## src/rtl/intagg_pkg.sv

```systemverilog
package intagg_pkg;

    // Register map
    localparam int ADDR_ID     = 0;
    localparam int ADDR_STATUS = 1;
    localparam int ADDR_MASK   = 2;
    localparam int ADDR_RESET  = 3;
    localparam int ADDR_MODE0  = 4;

    // Trigger mode codes; 5..7 are reserved and never fire
    localparam logic [2:0] MODE_FALL = 3'd0;
    localparam logic [2:0] MODE_RISE = 3'd1;
    localparam logic [2:0] MODE_BOTH = 3'd2;
    localparam logic [2:0] MODE_LOW  = 3'd3;
    localparam logic [2:0] MODE_HIGH = 3'd4;

    localparam int MODE_W = 3;

    function automatic logic trig_hit(input logic [2:0] mode,
                                      input logic       cur,
                                      input logic       old);
        logic h;
        case (mode)
            MODE_FALL: h = old & ~cur;
            MODE_RISE: h = ~old & cur;
            MODE_BOTH: h = old ^ cur;
            MODE_LOW:  h = ~cur;
            MODE_HIGH: h = cur;
            default:   h = 1'b0;
        endcase
        return h;
    endfunction

endpackage

```

## src/rtl/intagg_sync.sv

```systemverilog
module intagg_sync #(
    parameter int N = 10
) (
    input  logic         clk,
    input  logic         rst_n,
    input  logic [N-1:0] raw_i,
    output logic [N-1:0] lvl_o,
    output logic [N-1:0] prev_o
);

    typedef struct packed {
        logic [N-1:0] s1;
        logic [N-1:0] s2;
        logic [N-1:0] hist;
    } sync_t;

    sync_t st_d, st_q;

    always_comb begin
        st_d      = st_q;
        st_d.s1   = raw_i;
        st_d.s2   = st_q.s1;
        st_d.hist = st_q.s2;
    end

    always_ff @(posedge clk or negedge rst_n) begin
        if (!rst_n) begin
            st_q <= '0;
        end else begin
            st_q <= st_d;
        end
    end

    assign lvl_o  = st_q.s2;
    assign prev_o = st_q.hist;

endmodule

```

## src/rtl/intagg_detect.sv

```systemverilog
module intagg_detect
    import intagg_pkg::*;
#(
    parameter int N = 10
) (
    input  logic                clk,
    input  logic                rst_n,
    input  logic [MODE_W*N-1:0] mode_i,
    input  logic [N-1:0]        lvl_i,
    input  logic [N-1:0]        prev_i,
    output logic [N-1:0]        hit_o
);

    for (genvar g = 0; g < N; g++) begin : g_src
        logic [2:0] m;
        assign m        = mode_i[MODE_W*g +: MODE_W];
        assign hit_o[g] = trig_hit(m, lvl_i[g], prev_i[g]);

        // reserved codes stay silent
        a_r4_reserved_silent: assert property (@(posedge clk) disable iff (!rst_n)
            (m > MODE_HIGH) |-> !hit_o[g]);

        // an edge-mode hit needs a real transition between history and level
        a_r2_edge_needs_change: assert property (@(posedge clk) disable iff (!rst_n)
            ((m <= MODE_BOTH) && hit_o[g]) |-> (lvl_i[g] != prev_i[g]));
    end

endmodule

```

## src/rtl/intagg_regs.sv

```systemverilog
module intagg_regs
    import intagg_pkg::*;
#(
    parameter int         N          = 10,
    parameter int         DW         = 16,
    parameter int         AW         = 3,
    parameter int         NRST       = 8,
    parameter int         PER_REG    = 5,
    parameter logic [7:0] BOARD_ID   = 8'h03,
    parameter logic [7:0] VERSION_ID = 8'h17
) (
    input  logic                clk,
    input  logic                rst_n,
    input  logic                we_i,
    input  logic [AW-1:0]       addr_i,
    input  logic [DW-1:0]       wdata_i,
    output logic [DW-1:0]       rdata_o,
    input  logic [N-1:0]        hit_i,
    output logic [MODE_W*N-1:0] mode_o,
    output logic [N-1:0]        status_o,
    output logic [N-1:0]        mask_o,
    output logic [NRST-1:0]     rst_o
);

    localparam int MREGS = (N + PER_REG - 1) / PER_REG;
    localparam int FW    = PER_REG * MODE_W;

    localparam logic [AW-1:0] A_ID     = AW'(ADDR_ID);
    localparam logic [AW-1:0] A_STATUS = AW'(ADDR_STATUS);
    localparam logic [AW-1:0] A_MASK   = AW'(ADDR_MASK);
    localparam logic [AW-1:0] A_RESET  = AW'(ADDR_RESET);

    typedef struct packed {
        logic [N-1:0]                 status;
        logic [DW-1:0]                mask;
        logic [MREGS-1:0][FW-1:0]     mode;
        logic [NRST-1:0]              rst;
    } regs_t;

    regs_t       st_d, st_q;
    logic [N-1:0] clr;
    logic        mapped;

    // Next-state
    always_comb begin
        st_d = st_q;
        clr  = '0;
        if (we_i) begin
            if (addr_i == A_STATUS) clr = ~wdata_i[N-1:0];
            if (addr_i == A_MASK)   st_d.mask = wdata_i;
            if (addr_i == A_RESET)  st_d.rst  = wdata_i[NRST-1:0];
            for (int i = 0; i < MREGS; i++) begin
                if (addr_i == AW'(ADDR_MODE0 + i)) st_d.mode[i] = wdata_i[FW-1:0];
            end
        end
        // a trigger in the clear cycle wins
        st_d.status = (st_q.status & ~clr) | hit_i;
    end

    always_ff @(posedge clk or negedge rst_n) begin
        if (!rst_n) begin
            st_q.status <= '0;
            st_q.mask   <= '1;
            st_q.mode   <= '0;
            st_q.rst    <= '0;
        end else begin
            st_q <= st_d;
        end
    end

    // Read mux
    always_comb begin
        rdata_o = '0;
        mapped  = 1'b1;
        case (addr_i)
            A_ID:     rdata_o = DW'({BOARD_ID, VERSION_ID});
            A_STATUS: rdata_o = DW'(st_q.status);
            A_MASK:   rdata_o = st_q.mask;
            A_RESET:  rdata_o = DW'(st_q.rst);
            default:  mapped  = 1'b0;
        endcase
        for (int i = 0; i < MREGS; i++) begin
            if (addr_i == AW'(ADDR_MODE0 + i)) begin
                rdata_o = DW'(st_q.mode[i]);
                mapped  = 1'b1;
            end
        end
    end

    // Per-source mode field placement
    for (genvar g = 0; g < N; g++) begin : g_mode
        assign mode_o[MODE_W*g +: MODE_W] =
            st_q.mode[g / PER_REG][(g % PER_REG) * MODE_W +: MODE_W];
    end

    assign status_o = st_q.status;
    assign mask_o   = st_q.mask[N-1:0];
    assign rst_o    = st_q.rst;

    // cleared bits without a concurrent trigger are zero next cycle
    a_r5_clear_zero: assert property (@(posedge clk) disable iff (!rst_n)
        (we_i && addr_i == A_STATUS) |=>
            ((st_q.status & ~$past(wdata_i[N-1:0]) & ~$past(hit_i)) == '0));

    // every trigger is latched regardless of mask
    a_r6_hit_latched: assert property (@(posedge clk) disable iff (!rst_n)
        (|hit_i) |=> ((st_q.status & $past(hit_i)) == $past(hit_i)));

    // reset-control lines move only on their own write
    a_r11_rst_hold: assert property (@(posedge clk) disable iff (!rst_n)
        !(we_i && addr_i == A_RESET) |=> $stable(rst_o));

    // unmapped writes leave every software register alone
    a_r12_unmapped_quiet: assert property (@(posedge clk) disable iff (!rst_n)
        (we_i && !mapped) |=> ($stable(st_q.mask) && $stable(st_q.mode) && $stable(st_q.rst)));

endmodule

```

## src/rtl/intagg_top.sv

```systemverilog
module intagg_top
    import intagg_pkg::*;
#(
    parameter int         NUM_SRC    = 10,
    parameter int         DATA_W     = 16,
    parameter int         ADDR_W     = 3,
    parameter int         NUM_PERIPH = 8,
    parameter int         PER_REG    = 5,
    parameter logic [7:0] BOARD_ID   = 8'h03,
    parameter logic [7:0] VERSION_ID = 8'h17
) (
    input  logic                  clk,
    input  logic                  rst_n,
    input  logic [NUM_SRC-1:0]    src_i,
    input  logic                  reg_we,
    input  logic [ADDR_W-1:0]     reg_addr,
    input  logic [DATA_W-1:0]     reg_wdata,
    output logic [DATA_W-1:0]     reg_rdata,
    output logic                  irq_n,
    output logic [NUM_PERIPH-1:0] periph_rst_n
);

    logic [NUM_SRC-1:0]        lvl, prev, hit, status, mask;
    logic [MODE_W*NUM_SRC-1:0] mode;
    logic                      pend;

    intagg_sync #(.N(NUM_SRC)) u_sync (
        .clk    (clk),
        .rst_n  (rst_n),
        .raw_i  (src_i),
        .lvl_o  (lvl),
        .prev_o (prev)
    );

    intagg_detect #(.N(NUM_SRC)) u_det (
        .clk    (clk),
        .rst_n  (rst_n),
        .mode_i (mode),
        .lvl_i  (lvl),
        .prev_i (prev),
        .hit_o  (hit)
    );

    intagg_regs #(
        .N          (NUM_SRC),
        .DW         (DATA_W),
        .AW         (ADDR_W),
        .NRST       (NUM_PERIPH),
        .PER_REG    (PER_REG),
        .BOARD_ID   (BOARD_ID),
        .VERSION_ID (VERSION_ID)
    ) u_regs (
        .clk      (clk),
        .rst_n    (rst_n),
        .we_i     (reg_we),
        .addr_i   (reg_addr),
        .wdata_i  (reg_wdata),
        .rdata_o  (reg_rdata),
        .hit_i    (hit),
        .mode_o   (mode),
        .status_o (status),
        .mask_o   (mask),
        .rst_o    (periph_rst_n)
    );

    always_comb begin
        pend  = |(status & ~mask);
        irq_n = ~pend;
    end

    // an all-ones mask write releases the line next cycle
    a_r8_mask_all_release: assert property (@(posedge clk) disable iff (!rst_n)
        (reg_we && reg_addr == ADDR_W'(ADDR_MASK) && (&reg_wdata)) |=> irq_n);

    // first cycle out of reset shows the idle outputs
    a_r1_reset_idle: assert property (@(posedge clk) disable iff (!rst_n)
        $rose(rst_n) |-> (irq_n && periph_rst_n == '0));

endmodule

```

## config.mk

```make
export PLATFORM = sky130hd
export DESIGN_NAME = intagg_top
export DESIGN_NICKNAME = d
export VERILOG_FILES = /design/src/rtl/intagg_pkg.sv /design/src/rtl/intagg_sync.sv /design/src/rtl/intagg_detect.sv /design/src/rtl/intagg_regs.sv /design/src/rtl/intagg_top.sv
export SDC_FILE = /design/constraint.sdc
export NUM_CORES = 1
export LEC_CHECK = 0
export ABC_AREA = 0
export CAP_MARGIN = 10
export CORE_MARGIN = 8
export CORE_UTILIZATION = 52
export DETAILED_ROUTE_END_ITERATION = 6
export PLACE_DENSITY = 0.73
export SLEW_MARGIN = 20
export SYNTH_ARGS = -nofsm -noshare
export SYNTH_HDL_FRONTEND = slang
export SYNTH_SLANG_ARGS = --single-unit
```

## constraint.sdc

```tcl
create_clock -name clk -period 1.7 [get_ports clk]
set_input_delay 0.255 -clock clk [delete_from_list [all_inputs] [get_ports clk]]
set_output_delay 0.255 -clock clk [all_outputs]
set_load 0.01 [all_outputs]
```

# After elaboration in Yosys (flattened, before gate mapping)
# Cells that the tools add are included.
# Widths: inputs -> output; s select.
dict set report totals {
  ff_bits 94
  latch_bits 0
  ram_bits 0
  mem_bits_ro 0
  input_bits 32
  out_inout_bits 25
  wordCells 141
  n_memories 0
}
dict set report op_classes {
  n_addsub 0
  n_mul 0
  n_div 0
  n_lt_le_gt_ge 0
  n_eq_ne 45
  shift 0
  muxes 15
  bitwise 57
  reduce_logical 16
}
# op n
set op_table {}
lappend op_table {{$eq 3x2->1 const B} 22}
lappend op_table {{$pmux 16 s4} 1}
lappend op_table {{$pmux 1 s5} 10}
lappend op_table {{$eq 3x3->1 const B} 12}
lappend op_table {{$eq 3x1->1 const B} 11}
lappend op_table {{$logic_not 3->1} 11}
lappend op_table {{$mux 16} 2}
lappend op_table {{$not 10->10} 3}
lappend op_table {{$not 1->1} 21}
lappend op_table {{$and 1x1->1} 20}
lappend op_table {{$and 10x10->10} 2}
lappend op_table {{$mux 10} 2}
lappend op_table {{$or 10x10->10} 1}
lappend op_table {{$reduce_or 10->1} 1}
lappend op_table {{$xor 1x1->1} 10}
lappend op_table {{$reduce_and 2->1} 4}

# Logic depth before layout (Yosys ltp)
dict set report logic_depth {
  depth_word 6
  mapped_depth 6
  mapped_depth_nobuf 5
}

# Modules after synthesis
# Synthesis repeated with hierarchy kept, for this count alone.
dict set report unflattened {
  cells_unflattened 430
  hier_area_um2 5114.9
}
# mod n_inst cells_per_inst area_each_um2 seq_area_each_um2
set by_module_without_submodules {}
lappend by_module_without_submodules {intagg_regs 1 285 3435.8 1621.6}
lappend by_module_without_submodules {intagg_sync 1 40 825.8 750.7}
lappend by_module_without_submodules {intagg_detect 1 90 768.2 0.0}
lappend by_module_without_submodules {intagg_top 1 15 85.1 0.0}

# Worst setup path after synthesis
# OpenSTA, ideal clock, no wires.
dict set report synth_timing {
  kind {input -> output}
  from {in reg_addr[0]}
  to {out reg_rdata[4]}
  arrival_ns 1.305
  required_ns 1.445
  path_slack_ns 0.140
  stages 5
  n_path_buf 3
  path_cell_list {buf_2 buf_4 buf_2 a31oi_1 o21ai_0}
}
dict set report synth_between {
  elab_chain_cells 4
  word_cells_on_any_way 9
  cone_classes {5 x eq/ne; 3 x mux; 1 x reduce/logical}
}
# item line_no
set synth_lines {}
lappend synth_lines {{start: declaration} intagg_top.sv:16} ;# input logic [ADDR_W-1:0] reg_addr,
lappend synth_lines {{$eq 3x2->1 (tied with other cells)} intagg_regs.sv:75} ;# case (addr_i)
lappend synth_lines {{$pmux 16 s4} intagg_regs.sv:75}
lappend synth_lines {{$mux 16} intagg_regs.sv:83} ;# if (addr_i == AW'(ADDR_MODE0 + i)) begin
lappend synth_lines {{$mux 16 (*)} intagg_regs.sv:83}
lappend synth_lines {{end: declaration} intagg_top.sv:18} ;# output logic [DATA_W-1:0] reg_rdata,
# Mark *: on every way between the ends. The rest lies on a longest branch, timed or not.

# Worst setup path after layout
dict set report layout_timing {
  from {reg u_regs.mask_o[7] (netlist name)}
  to {out irq_n}
}
dict set report layout_between {
  elab_chain_cells 4
}
# item line_no
set layout_lines {}
lappend layout_lines {{$not 10->10} intagg_top.sv:67} ;# pend = |(status & ~mask);
lappend layout_lines {{$and 10x10->10} intagg_top.sv:67}
lappend layout_lines {{$reduce_or 10->1} intagg_top.sv:67}
lappend layout_lines {{$not 1->1} intagg_top.sv:68} ;# irq_n = ~pend;
lappend layout_lines {{end: declaration} intagg_top.sv:19} ;# output logic irq_n,
# Every way passes these cells.

==> impl_metrics.json <==
{
  "wl_per_cell_um": 18.44,
  "hold_viol_final": 0,
  "rsz0062_at_grt": "yes",
  "numCtsBuffers": 9,
  "dp_cells": 571,
  "io_pins": 57,
  "cts_sinks": 94,
  "critPathKind": "reg -> out",
  "syn_inst": 364,
  "cts_tree": "done",
  "diodes": 0,
  "ys_seq_elements": 94,
  "vias_per_cell": 5.487,
  "overflow": 0,
  "cellPowerDensity_nw_per_um2": 1018,
  "cts.clk_slew.worst_paths_ps": 90,
  "whs_path_depth": 1,
  "yosysSeqAreaShare_pct": 51.01,
  "die_x_um": 110.6,
  "slowest_delay_ps": 560,
  "critPathLaunchType": "flop",
  "final_cell_mix": "dfrtp_1, mux2_2, buf_4",
  "die-area_um2": 12230,
  "syn_nets": 416,
  "fin_ws_ps": -107.5,
  "final_layout_size_suffix_gt1_share_pct": 44.35,
  "status": "finished with violations",
  "firstDrtPassIters": 4,
  "track_usage_pct": 18.30,
  "ff2ff_path_depth": 5,
  "skew_ps": 7.168,
  "critPathSlowestCell": "dfstp_2",
  "initial_core_util_pct": 53.59,
  "ys_types": 38,
  "ir_worst_vdd_mv": 0.6431,
  "clockRootBuffer": "clkbuf_8",
  "cp.depth": 3,
  "portBuffers": 56,
  "antenna_found_initial": 0,
  "grt_pass1_vias": 3639,
  "p_leak_nw": 2.835,
  "core_area_um2": 8678,
  "post-route-min-period_ps": 1807,
  "grt_pass1_wl_um": 18440,
  "die_y_um": 110.6,
  "synth_top_area_share_pct": 41.97,
  "critPathMaxFanout": 2,
  "post-place-ws_ps": -623.2,
  "ant_nets": 0,
  "clockBufferDepth": 2,
  "rows": 34,
  "max_cap_viol_count": 0,
  "place.gp.congestion": 0.8368,
  "avgSynthCellArea_um2": 12.78,
  "crit_path_end_kind": "output pin",
  "final_common_cell": "dfrtp_1",
  "p_total_w": 0.006228,
  "cp_num_buf_inv": 1,
  "period_share_pct": 106.3,
  "cp_data_arrival_time_ps": 1550,
  "tightest_slew_ps": 393.9,
  "synthTopCellsByArea": "dfrtp_1, mux2_2, dfstp_2",
  "cp_cell_sequence": "o22ai_1, nor4_4, buf_2",
  "drt-total-wl_um": 10970,
  "area_growth_pct": 31.53,
  "drc": 0,
  "syn_area_um2": 4651,
  "ys_warn_count": 0,
  "place_hpwl_um": 7990,
  "layout.cells.non_filler": 595,
  "yosys.area.top_type": "dfrtp_1",
  "hold_class": "in -> reg",
  "slew_viol_final": 0,
  "grt_max_degree": 36,
  "cp.required_ps": 1440,
  "nFillCells": 639,
  "finalSetupViolations": 4,
  "vias": 3265,
  "clkLatencyLatePin_ps": 360,
  "violations": "negative setup slack",
  "htree_levels": 3,
  "critPathTopFamily": "flip-flops",
  "nets": 534,
  "tns_ps": -248.2,
  "slew_headroom_pct": 73.74,
  "drtIter0Drc": 100,
  "clock.fmax_mhz": 553.3
}
## worst register-to-register path: cells and delay by family, from the launching register on
family / cells / cell delay [ps]
multiplexers: 2 / 400
adder cells (fa/ha/maj): 1 / 190
flip-flops: 1 / 400
AO/OA/AOI/OAI: 1 / 140
buffers and inverters: 1 / 70
## stage by stage
| step | hold WS [ps] | instance area [µm²] | utilization, % |
|---|---|---|---|
| after CTS | 309.4 | 6035 | 69.54 |
| after global routing | 317.0 | 6117 | 70.49 |
| after floorplan | -40.59 | 4651 | - |
| after global placement | 201.5 | 5748 | 66.23 |
| final | 322.6 | 6117 | 70.49 |
| after detailed placement | 202.6 | 5748 | 66.23 |
## worst paths after layout
kind                             startpoint                  to  slack (ps)
setup / recovery           u_regs.mask_o[7]               irq_n        -110
hold / removal                     src_i[9]     u_sync.st_d[19]         320
setup reg to reg            u_sync.lvl_o[3]  u_regs.status_o[3]         360
hold reg to reg             u_sync.st_d[16]     u_sync.lvl_o[6]         350
max in group asynchronous             rst_n    u_regs.mask_o[7]         760
min in group asynchronous             rst_n   u_regs.mode_o[14]         350
## layout make-up
cell class                 count  area (µm²)  area share (%)
sequential                    94        2372           38.78
multi-input combinational    221        2202           36.00
timing repair buffer         127        1091           17.84
clock buffer                  11       151.4           2.475
tap                          108       135.1           2.209
inverter                      29       108.9           1.779
clock inverter                 5       56.30          0.9204
## Yosys cell counts
cell type,n
dfrtp_1,78
mux2_2,66
mux2i_1,35
inv_1,28
ha_1,20
nand2b_1,18
dfstp_2,16
buf_4,12
o21ai_0,12
o221ai_1,11
nor2_1,10
o22ai_1,9
nor2b_1,7
o2bb2ai_1,5
a21oi_1,4
a22oi_1,4
buf_2,3
clkbuf_1,3
buf_6,2
nand3_1,2
nand3b_1,2
a221o_1,1
a222oi_1,1
a31oi_1,1
and2_1,1
inv_2,1
mux2_1,1
nand3_2,1
nand4_2,1
nand4bb_1,1
nor3b_4,1
nor4_1,1
nor4b_4,1
o2111ai_1,1
o211ai_1,1
o21a_1,1
o21ai_1,1
or3_1,1
## repair_timing
item / CTS / global route
hold endpoints to repair: 21 / 0
setup buffers: 3 / 3
gates cloned: 1 / 0
hold buffers: 1 / 0
resized for setup: 88 / 20
setup endpoints to repair: 48 / 30
pin swaps: 11 / 5
## routing by layer
| layer | global-route usage [%] | vias up | part of all wire [%] |
|---|---|---|---|
| li1 | - | 1533 | - |
| met1 | 21.95 | 1648 | 42 |
| met2 | 31.56 | 72 | 52 |
| met3 | 4.058 | 12 | 4.6 |
| met4 | 6.126 | 0 | 1.2 |
| met5 | 0 | - | 0 |
## cell families (layout without fill, tap and decap cells)
| kind of cell | after synthesis | in the layout | share of synthesized area (%) |
|---|---|---|---|
| mux | 102 | 102 | 23.76 |
| fa+ha+maj | 20 | 20 | 5.381 |
| simple gates | 47 | 47 | 6.753 |
| buf+inv | 49 | 172 | 5.327 |
| flops | 94 | 94 | 51.01 |
| compound gates | 52 | 52 | 7.775 |
## flip-flops by register name (all words and copies together) (netlist names)
name / cells
u_regs.rst_o: 8
u_sync.st_d: 10
u_sync.prev_o: 10
u_regs.st_q: 6
u_regs.mode_o: 30
u_regs.status_o: 10
u_regs.mask_o: 10
u_sync.lvl_o: 10
## power breakdown
part	internal [W]	switching [W]
registers	0.00265	0.000316
logic	0.00102	0.000701
clock network	0.000761	0.000781
No activity file was read; power rests on OpenSTA's default activity.
